`src/rtl/phc_pkg.sv`:
```
package phc_pkg;
    timeunit 1ns;
    timeprecision 1ps;

    localparam int PHC_RAW  = 5;
    localparam int PHC_PCW  = 32;
    localparam int PHC_NSTG = 4;

    typedef logic [PHC_RAW-1:0] raddr_t;
    typedef logic [PHC_PCW-1:0] pc_t;

    typedef enum logic [1:0] {
        STG_IF  = 2'd0,
        STG_ID  = 2'd1,
        STG_EX  = 2'd2,
        STG_MEM = 2'd3
    } stage_e;

    typedef enum logic [1:0] {
        RDR_SEQ    = 2'd0,
        RDR_BRANCH = 2'd1,
        RDR_TRAP   = 2'd2
    } redir_e;

    typedef struct packed {
        logic   valid;
        logic   wen;
        logic   is_load;
        raddr_t rd;
    } producer_t;

    typedef struct packed {
        logic   valid;
        logic   use1;
        logic   use2;
        raddr_t rs1;
        raddr_t rs2;
    } consumer_t;

    typedef struct packed {
        logic                pc_hold;
        logic                fetch_hold;
        logic                bubble;
        logic [PHC_NSTG-1:0] flush;
        redir_e              sel;
        pc_t                 pc;
    } ctrl_t;

    // A read of register rs depends on producer p when it writes that nonzero register.
    function automatic logic src_hit(producer_t p, raddr_t rs, logic rd_en);
        return rd_en && (rs != '0) && p.valid && p.wen && (p.rd == rs);
    endfunction
endpackage

```
`src/rtl/phc_hazard_detect.sv`:
```
module phc_hazard_detect
    import phc_pkg::*;
#(
    parameter bit FWD_EN    = 1'b1,
    parameter bit RF_BYPASS = 1'b1
) (
    input  consumer_t dec_i,
    input  producer_t ex_i,
    input  producer_t mem_i,
    input  producer_t wb_i,
    output logic      stall_o
);
    timeunit 1ns;
    timeprecision 1ps;

    localparam int NSRC = 2;
    // Stages that still block a reader when no forwarding paths exist.
    localparam bit CHK_MEM = !FWD_EN;
    localparam bit CHK_WB  = !FWD_EN && !RF_BYPASS;

    logic [NSRC-1:0][PHC_RAW-1:0] src;
    logic [NSRC-1:0]              src_en;
    logic [NSRC-1:0]              hit;

    assign src[0]    = dec_i.rs1;
    assign src[1]    = dec_i.rs2;
    assign src_en[0] = dec_i.valid && dec_i.use1;
    assign src_en[1] = dec_i.valid && dec_i.use2;

    generate
        for (genvar g = 0; g < NSRC; g++) begin : g_src
            logic ex_hit, mem_hit, wb_hit;
            assign ex_hit  = src_hit(ex_i,  src[g], src_en[g]);
            assign mem_hit = src_hit(mem_i, src[g], src_en[g]);
            assign wb_hit  = src_hit(wb_i,  src[g], src_en[g]);
            // With forwarding only a load one step ahead cannot be bypassed.
            assign hit[g] = (ex_hit && (ex_i.is_load || !FWD_EN))
                          || (mem_hit && CHK_MEM)
                          || (wb_hit && CHK_WB);
        end
    endgenerate

    assign stall_o = |hit;
endmodule

```
`src/rtl/phc_squash_gen.sv`:
```
module phc_squash_gen
    import phc_pkg::*;
(
    input  logic                exc_req_i,
    input  stage_e              exc_stage_i,
    output logic [PHC_NSTG-1:0] mask_o
);
    timeunit 1ns;
    timeprecision 1ps;

    // The faulting stage and every younger one (lower index) are killed.
    generate
        for (genvar i = 0; i < PHC_NSTG; i++) begin : g_stg
            assign mask_o[i] = exc_req_i && (int'(exc_stage_i) >= i);
        end
    endgenerate
endmodule

```
`src/rtl/phc_priority.sv`:
```
module phc_priority
    import phc_pkg::*;
#(
    parameter pc_t TRAP_VEC = 32'h0000_0080
) (
    input  logic                stall_i,
    input  logic                br_taken_i,
    input  pc_t                 br_target_i,
    input  logic                exc_req_i,
    input  stage_e              exc_stage_i,
    input  logic [PHC_NSTG-1:0] exc_mask_i,
    output ctrl_t               ctrl_o,
    output logic                exc_take_o
);
    timeunit 1ns;
    timeprecision 1ps;

    // Branch resolves in execute: everything younger than execute is wrong path.
    localparam logic [PHC_NSTG-1:0] BR_FLUSH = PHC_NSTG'((1 << int'(STG_EX)) - 1);

    logic exc_older_or_same;

    // A fault in execute or beyond is not behind the branch; younger faults are wrong path.
    assign exc_older_or_same = (exc_stage_i == STG_EX) || (exc_stage_i == STG_MEM);
    assign exc_take_o        = exc_req_i && (exc_older_or_same || !br_taken_i);

    always_comb begin
        ctrl_o = '{pc_hold: 1'b0, fetch_hold: 1'b0, bubble: 1'b0,
                   flush: '0, sel: RDR_SEQ, pc: '0};
        if (exc_take_o) begin
            ctrl_o.flush = exc_mask_i;
            ctrl_o.sel   = RDR_TRAP;
            ctrl_o.pc    = TRAP_VEC;
        end else if (br_taken_i) begin
            ctrl_o.flush = BR_FLUSH;
            ctrl_o.sel   = RDR_BRANCH;
            ctrl_o.pc    = br_target_i;
        end else if (stall_i) begin
            ctrl_o.pc_hold    = 1'b1;
            ctrl_o.fetch_hold = 1'b1;
            ctrl_o.bubble     = 1'b1;
        end
    end
endmodule

```
`src/rtl/phc_epc_reg.sv`:
```
module phc_epc_reg
    import phc_pkg::*;
(
    input  logic clk,
    input  logic rst,
    input  logic take_i,
    input  pc_t  pc_i,
    output pc_t  epc_o
);
    timeunit 1ns;
    timeprecision 1ps;

    always_ff @(posedge clk) begin
        if (rst) begin
            epc_o <= '0;
        end else if (take_i) begin
            epc_o <= pc_i;
        end
    end
endmodule

```
`src/rtl/pipe_hazard_ctrl.sv`:
```
module pipe_hazard_ctrl
    import phc_pkg::*;
#(
    parameter bit  FWD_EN    = 1'b1,
    parameter bit  RF_BYPASS = 1'b1,
    parameter pc_t TRAP_VEC  = 32'h0000_0080
) (
    input  logic                clk,
    input  logic                rst,
    input  logic                dec_valid_i,
    input  logic [PHC_RAW-1:0]  dec_rs1_i,
    input  logic [PHC_RAW-1:0]  dec_rs2_i,
    input  logic                dec_use_rs1_i,
    input  logic                dec_use_rs2_i,
    input  logic                ex_valid_i,
    input  logic                ex_wen_i,
    input  logic                ex_is_load_i,
    input  logic [PHC_RAW-1:0]  ex_rd_i,
    input  logic                mem_valid_i,
    input  logic                mem_wen_i,
    input  logic [PHC_RAW-1:0]  mem_rd_i,
    input  logic                wb_valid_i,
    input  logic                wb_wen_i,
    input  logic [PHC_RAW-1:0]  wb_rd_i,
    input  logic                br_taken_i,
    input  logic [PHC_PCW-1:0]  br_target_i,
    input  logic                exc_req_i,
    input  logic [1:0]          exc_stage_i,
    input  logic [PHC_PCW-1:0]  exc_pc_i,
    output logic                pc_hold_o,
    output logic                fetch_hold_o,
    output logic                bubble_o,
    output logic [PHC_NSTG-1:0] flush_o,
    output logic [1:0]          redir_sel_o,
    output logic [PHC_PCW-1:0]  redir_pc_o,
    output logic [PHC_PCW-1:0]  epc_o
);
    timeunit 1ns;
    timeprecision 1ps;

    consumer_t           dec;
    producer_t           ex_p, mem_p, wb_p;
    stage_e              exc_stage;
    logic                stall;
    logic [PHC_NSTG-1:0] exc_mask;
    ctrl_t               ctrl;
    logic                exc_take;

    assign dec       = '{valid: dec_valid_i, use1: dec_use_rs1_i, use2: dec_use_rs2_i,
                         rs1: dec_rs1_i, rs2: dec_rs2_i};
    assign ex_p      = '{valid: ex_valid_i,  wen: ex_wen_i,  is_load: ex_is_load_i, rd: ex_rd_i};
    assign mem_p     = '{valid: mem_valid_i, wen: mem_wen_i, is_load: 1'b0, rd: mem_rd_i};
    assign wb_p      = '{valid: wb_valid_i,  wen: wb_wen_i,  is_load: 1'b0, rd: wb_rd_i};
    assign exc_stage = stage_e'(exc_stage_i);

    phc_hazard_detect #(.FWD_EN(FWD_EN), .RF_BYPASS(RF_BYPASS)) u_haz (
        .dec_i   (dec),
        .ex_i    (ex_p),
        .mem_i   (mem_p),
        .wb_i    (wb_p),
        .stall_o (stall)
    );

    phc_squash_gen u_sq (
        .exc_req_i   (exc_req_i),
        .exc_stage_i (exc_stage),
        .mask_o      (exc_mask)
    );

    phc_priority #(.TRAP_VEC(TRAP_VEC)) u_pri (
        .stall_i     (stall),
        .br_taken_i  (br_taken_i),
        .br_target_i (br_target_i),
        .exc_req_i   (exc_req_i),
        .exc_stage_i (exc_stage),
        .exc_mask_i  (exc_mask),
        .ctrl_o      (ctrl),
        .exc_take_o  (exc_take)
    );

    phc_epc_reg u_epc (
        .clk    (clk),
        .rst    (rst),
        .take_i (exc_take),
        .pc_i   (exc_pc_i),
        .epc_o  (epc_o)
    );

    assign pc_hold_o    = ctrl.pc_hold;
    assign fetch_hold_o = ctrl.fetch_hold;
    assign bubble_o     = ctrl.bubble;
    assign flush_o      = ctrl.flush;
    assign redir_sel_o  = ctrl.sel;
    assign redir_pc_o   = ctrl.pc;
endmodule

```
`config.mk`:
```
export PLATFORM = sky130hd
export DESIGN_NAME = pipe_hazard_ctrl
export DESIGN_NICKNAME = d
export VERILOG_FILES = /design/src/rtl/phc_pkg.sv /design/src/rtl/phc_hazard_detect.sv /design/src/rtl/phc_squash_gen.sv /design/src/rtl/phc_priority.sv /design/src/rtl/phc_epc_reg.sv /design/src/rtl/pipe_hazard_ctrl.sv
export SDC_FILE = /design/constraint.sdc
export NUM_CORES = 1
export LEC_CHECK = 0
export CAP_MARGIN = 25
export CELL_PAD_IN_SITES_DETAIL_PLACEMENT = 1
export CELL_PAD_IN_SITES_GLOBAL_PLACEMENT = 1
export CORE_AREA = 2 2 101 103
export DETAILED_ROUTE_END_ITERATION = 16
export DIE_AREA = 0 0 103 105
export PLACE_DENSITY = 0.78
export SYNTH_ARGS = -nofsm -noshare
export SYNTH_HDL_FRONTEND = slang
export SYNTH_SLANG_ARGS = --single-unit
```
`constraint.sdc`:
```
create_clock -name clk -period 1.3 [get_ports clk]
set_clock_uncertainty 0.1 [all_clocks]
set_input_delay 0.13 -clock clk [delete_from_list [all_inputs] [get_ports clk]]
set_output_delay 0.13 -clock clk [all_outputs]
set_load 0.05 [all_outputs]
```
==> out/qor.csv <==
metric,value,unit
fin crit period,1.46,ns
TritonRoute pass-1 iters,4,
Mapped Cells,212,
final-report setup violation count,34,
DRT met1 WL,2.95,mm
global-route congestion overflow total,0,
total leakage power,0.00187,uW
DP HPWL,6.32,mm
Tcrit/Tclk final,1.12,
R2R setup slack,0.50,ns
ranking of synthesized cells by area,"dfxtp_1 40%, nand2_1 16%, and3_1 11%, a21oi_1 8.3%, a21oi_2 3.8%",
YS warnings,0,
unrepaired setup endpoints after global routing,true,
worst-path cell chain,buf_6 -> or2_4 -> nor2_4 -> o2111ai_4 -> o22ai_4 -> buf_12,
Worst Setup End Kind,output pin,
Yosys top cell by area,dfxtp_1,
H-tree Lvls,2,
Routed Antenna Nets,0,
fmax,685,MHz
clk root buf,clkbuf_8,
ant diodes,0,
largest net degree at the start of global routing,33,
Core Region,9640,sq um
CP startpoint,exc_req_i,
DRC,0,
Slowest cell on crit path,o22ai_4,
drt initial violations,47,
vias in the first global route,2466,
crit-path max cell delay,0.32,ns
Crit Path Category,input port to output pin,
failing checks,setup timing,
setup_tns,-1.68,ns
Top-Level Pins,178,
# hold bufs at CTS,0,
Die Height,105,um
Filler Cell Count,1063,
status,"complete, but fails checks",
max reg flops,32,
DR WL/cell,16.6,um
worst vdd ir,0.000360,V
routed wl met2,5.21,mm
CTS tree,done,
via density per instance,4.18,
WL met3,547,um
Startpoint Class,input port,
CP max FO,3,
Area Growth Syn to Fin,189,%
DR top layer,met4,
Final #Nets,500,
first-pass GRT wire length,13.1,mm
r2r worst-path depth,2,
RR Startpoint,u_epc.epc_o[5],
CTS max path bufs,2,
TritonCTS buffer count,5,
Die ar.,10800,sq um
worst setup margin,-0.159,ns
power density cells,747,nW/um^2
worst setup path endpoint,pc_hold_o,
die width,103,um
Hold Crit Start,exc_pc_i[16],
Mapped Nets,317,
max-slew violations,0,
initial core utilization,0.168,
Maximum Capacitance Violations,0,
input/output buffers,163,
Worst EP required,1.07,ns
clk_lat worst skew,0.27,ns
initial antenna violation count,0,
"Reg clk slew, reported paths",0.07,ns
Clock Sinks,32,
fraction of layout cells with a size suffix above 1,0.481,
Syn Area/Cell,7.64,sq um
most frequent cells in the layout,"75 x buf_12, 67 x clkdlybuf4s50_1, 66 x nand2_1",
Yosys top cell area share,0.396,
Std-Cell Rows,36,
routability congestion estimate,0.781,
WP buf/inv,2,
post-synthesis instance area,1620,sq um
relative slew slack,0.760,
Reg2Reg Capture Point,u_epc.epc_o[5],
critical path's top delay family,compound AO/OA/AOI/OAI gates,
biggest regs,u_epc.epc_o (32),
"leading cell type in the layout, fill and taps excluded",buf_12,
Top reg by flops,u_epc.epc_o,
DRT Wirelength,8.78,mm
routed vias,2206,
sequential-to-total area share from yosys stat,0.396,
post-synthesis register bit count,32,
worst-margin pin slew,0.360,ns
"Hold Vio Cnt, Final",0,
cell count along the critical path,6,
Tightest Hold Check Type,input port to register,
count of cell types in the netlist,25,
pre-CTS setup slack,-0.560,ns
Crit path arrival time,1.23,ns
gr usage total,0.157,
[synthesized netlist by cell type]
cell	n
a21oi_2	7
clkbuf_2	3
nand2_1	67
inv_2	2
o21ai_2	1
o2111ai_1	2
inv_1	2
xnor2_1	6
xor2_1	2
and3_2	4
and2_1	1
or2_2	1
o21ai_0	1
and3_1	28
nand4_1	1
o22ai_1	1
nor2_1	4
nor4_1	2
clkbuf_8	3
a21oi_1	27
dfxtp_1	32
buf_6	4
nand3_1	2
buf_4	3
clkbuf_1	6
[final cells by class]
type / count / area, sq um / share of cell area
timing repair buffer: 195 / 2650 / 0.566
multi-input combinational: 157 / 1120 / 0.239
sequential: 32 / 641 / 0.137
tap: 133 / 166 / 0.0356
clock buffer: 6 / 72.6 / 0.0155
inverter: 4 / 25.0 / 0.00535
clock inverter: 1 / 5.00 / 0.00107
[routing by layer]
metal / up-vias / track usage
met4: 0 / 0.0244
li1: 1070 / -
met2: 72 / 0.326
met3: 4 / 0.0348
met5: - / 0
met1: 1060 / 0.154
[worst min path at each step]
stage                     cells after the start  slack (ns)              end
after global placement                        2        0.38   u_epc.epc_o[5]
after CTS                                     3        0.30  u_epc.epc_o[22]
after floorplan                               1         0.1  u_epc.epc_o[28]
after global routing                          3        0.30  u_epc.epc_o[23]
after detailed placement                      2        0.39  u_epc.epc_o[15]
final                                         3        0.31  u_epc.epc_o[16]
[worst min-delay path, cell delays in order]
cell	delay (ns)
clkdlybuf4s50_1	0.40
nand2_1	0.05
a21oi_1	0.05
[power by group]
| group | switching [uW] | internal (uW) |
|---|---|---|
| sequential | 57.5 | 1040 |
| clock | 348 | 364 |
| combinational | 794 | 895 |
| total | 1200 | 2290 |
[kinds of logic (layout without fill, tap and decap cells)]
logic type,Yosys count,in the layout,share of synthesized area
compound gates,39,39,0.145
xor+xnor,8,8,0.0433
buf+inv,23,206,0.0997
flops,32,32,0.396
simple gates,110,110,0.317
[per-stage QoR]
stage	hold slack, ns	util	cells	total power, uW	instance area [sq um]
after floorplan	0.0991	-	212	1740	1660
after global placement	0.379	0.437	509	2610	4220
after detailed placement	0.389	0.437	509	2640	4220
after CTS	0.300	0.487	528	3520	4690
after global routing	0.305	0.485	528	3650	4680
final	0.309	0.485	528	3490	4680
[timing repair]
action	4_1_cts	5_1_grt
endpoints found under the setup margin	73	35
cloned	4	0
setup buffers	8	1
resized for setup	118	19
pin swaps	43	13
No activity file was read; power rests on OpenSTA's default activity.
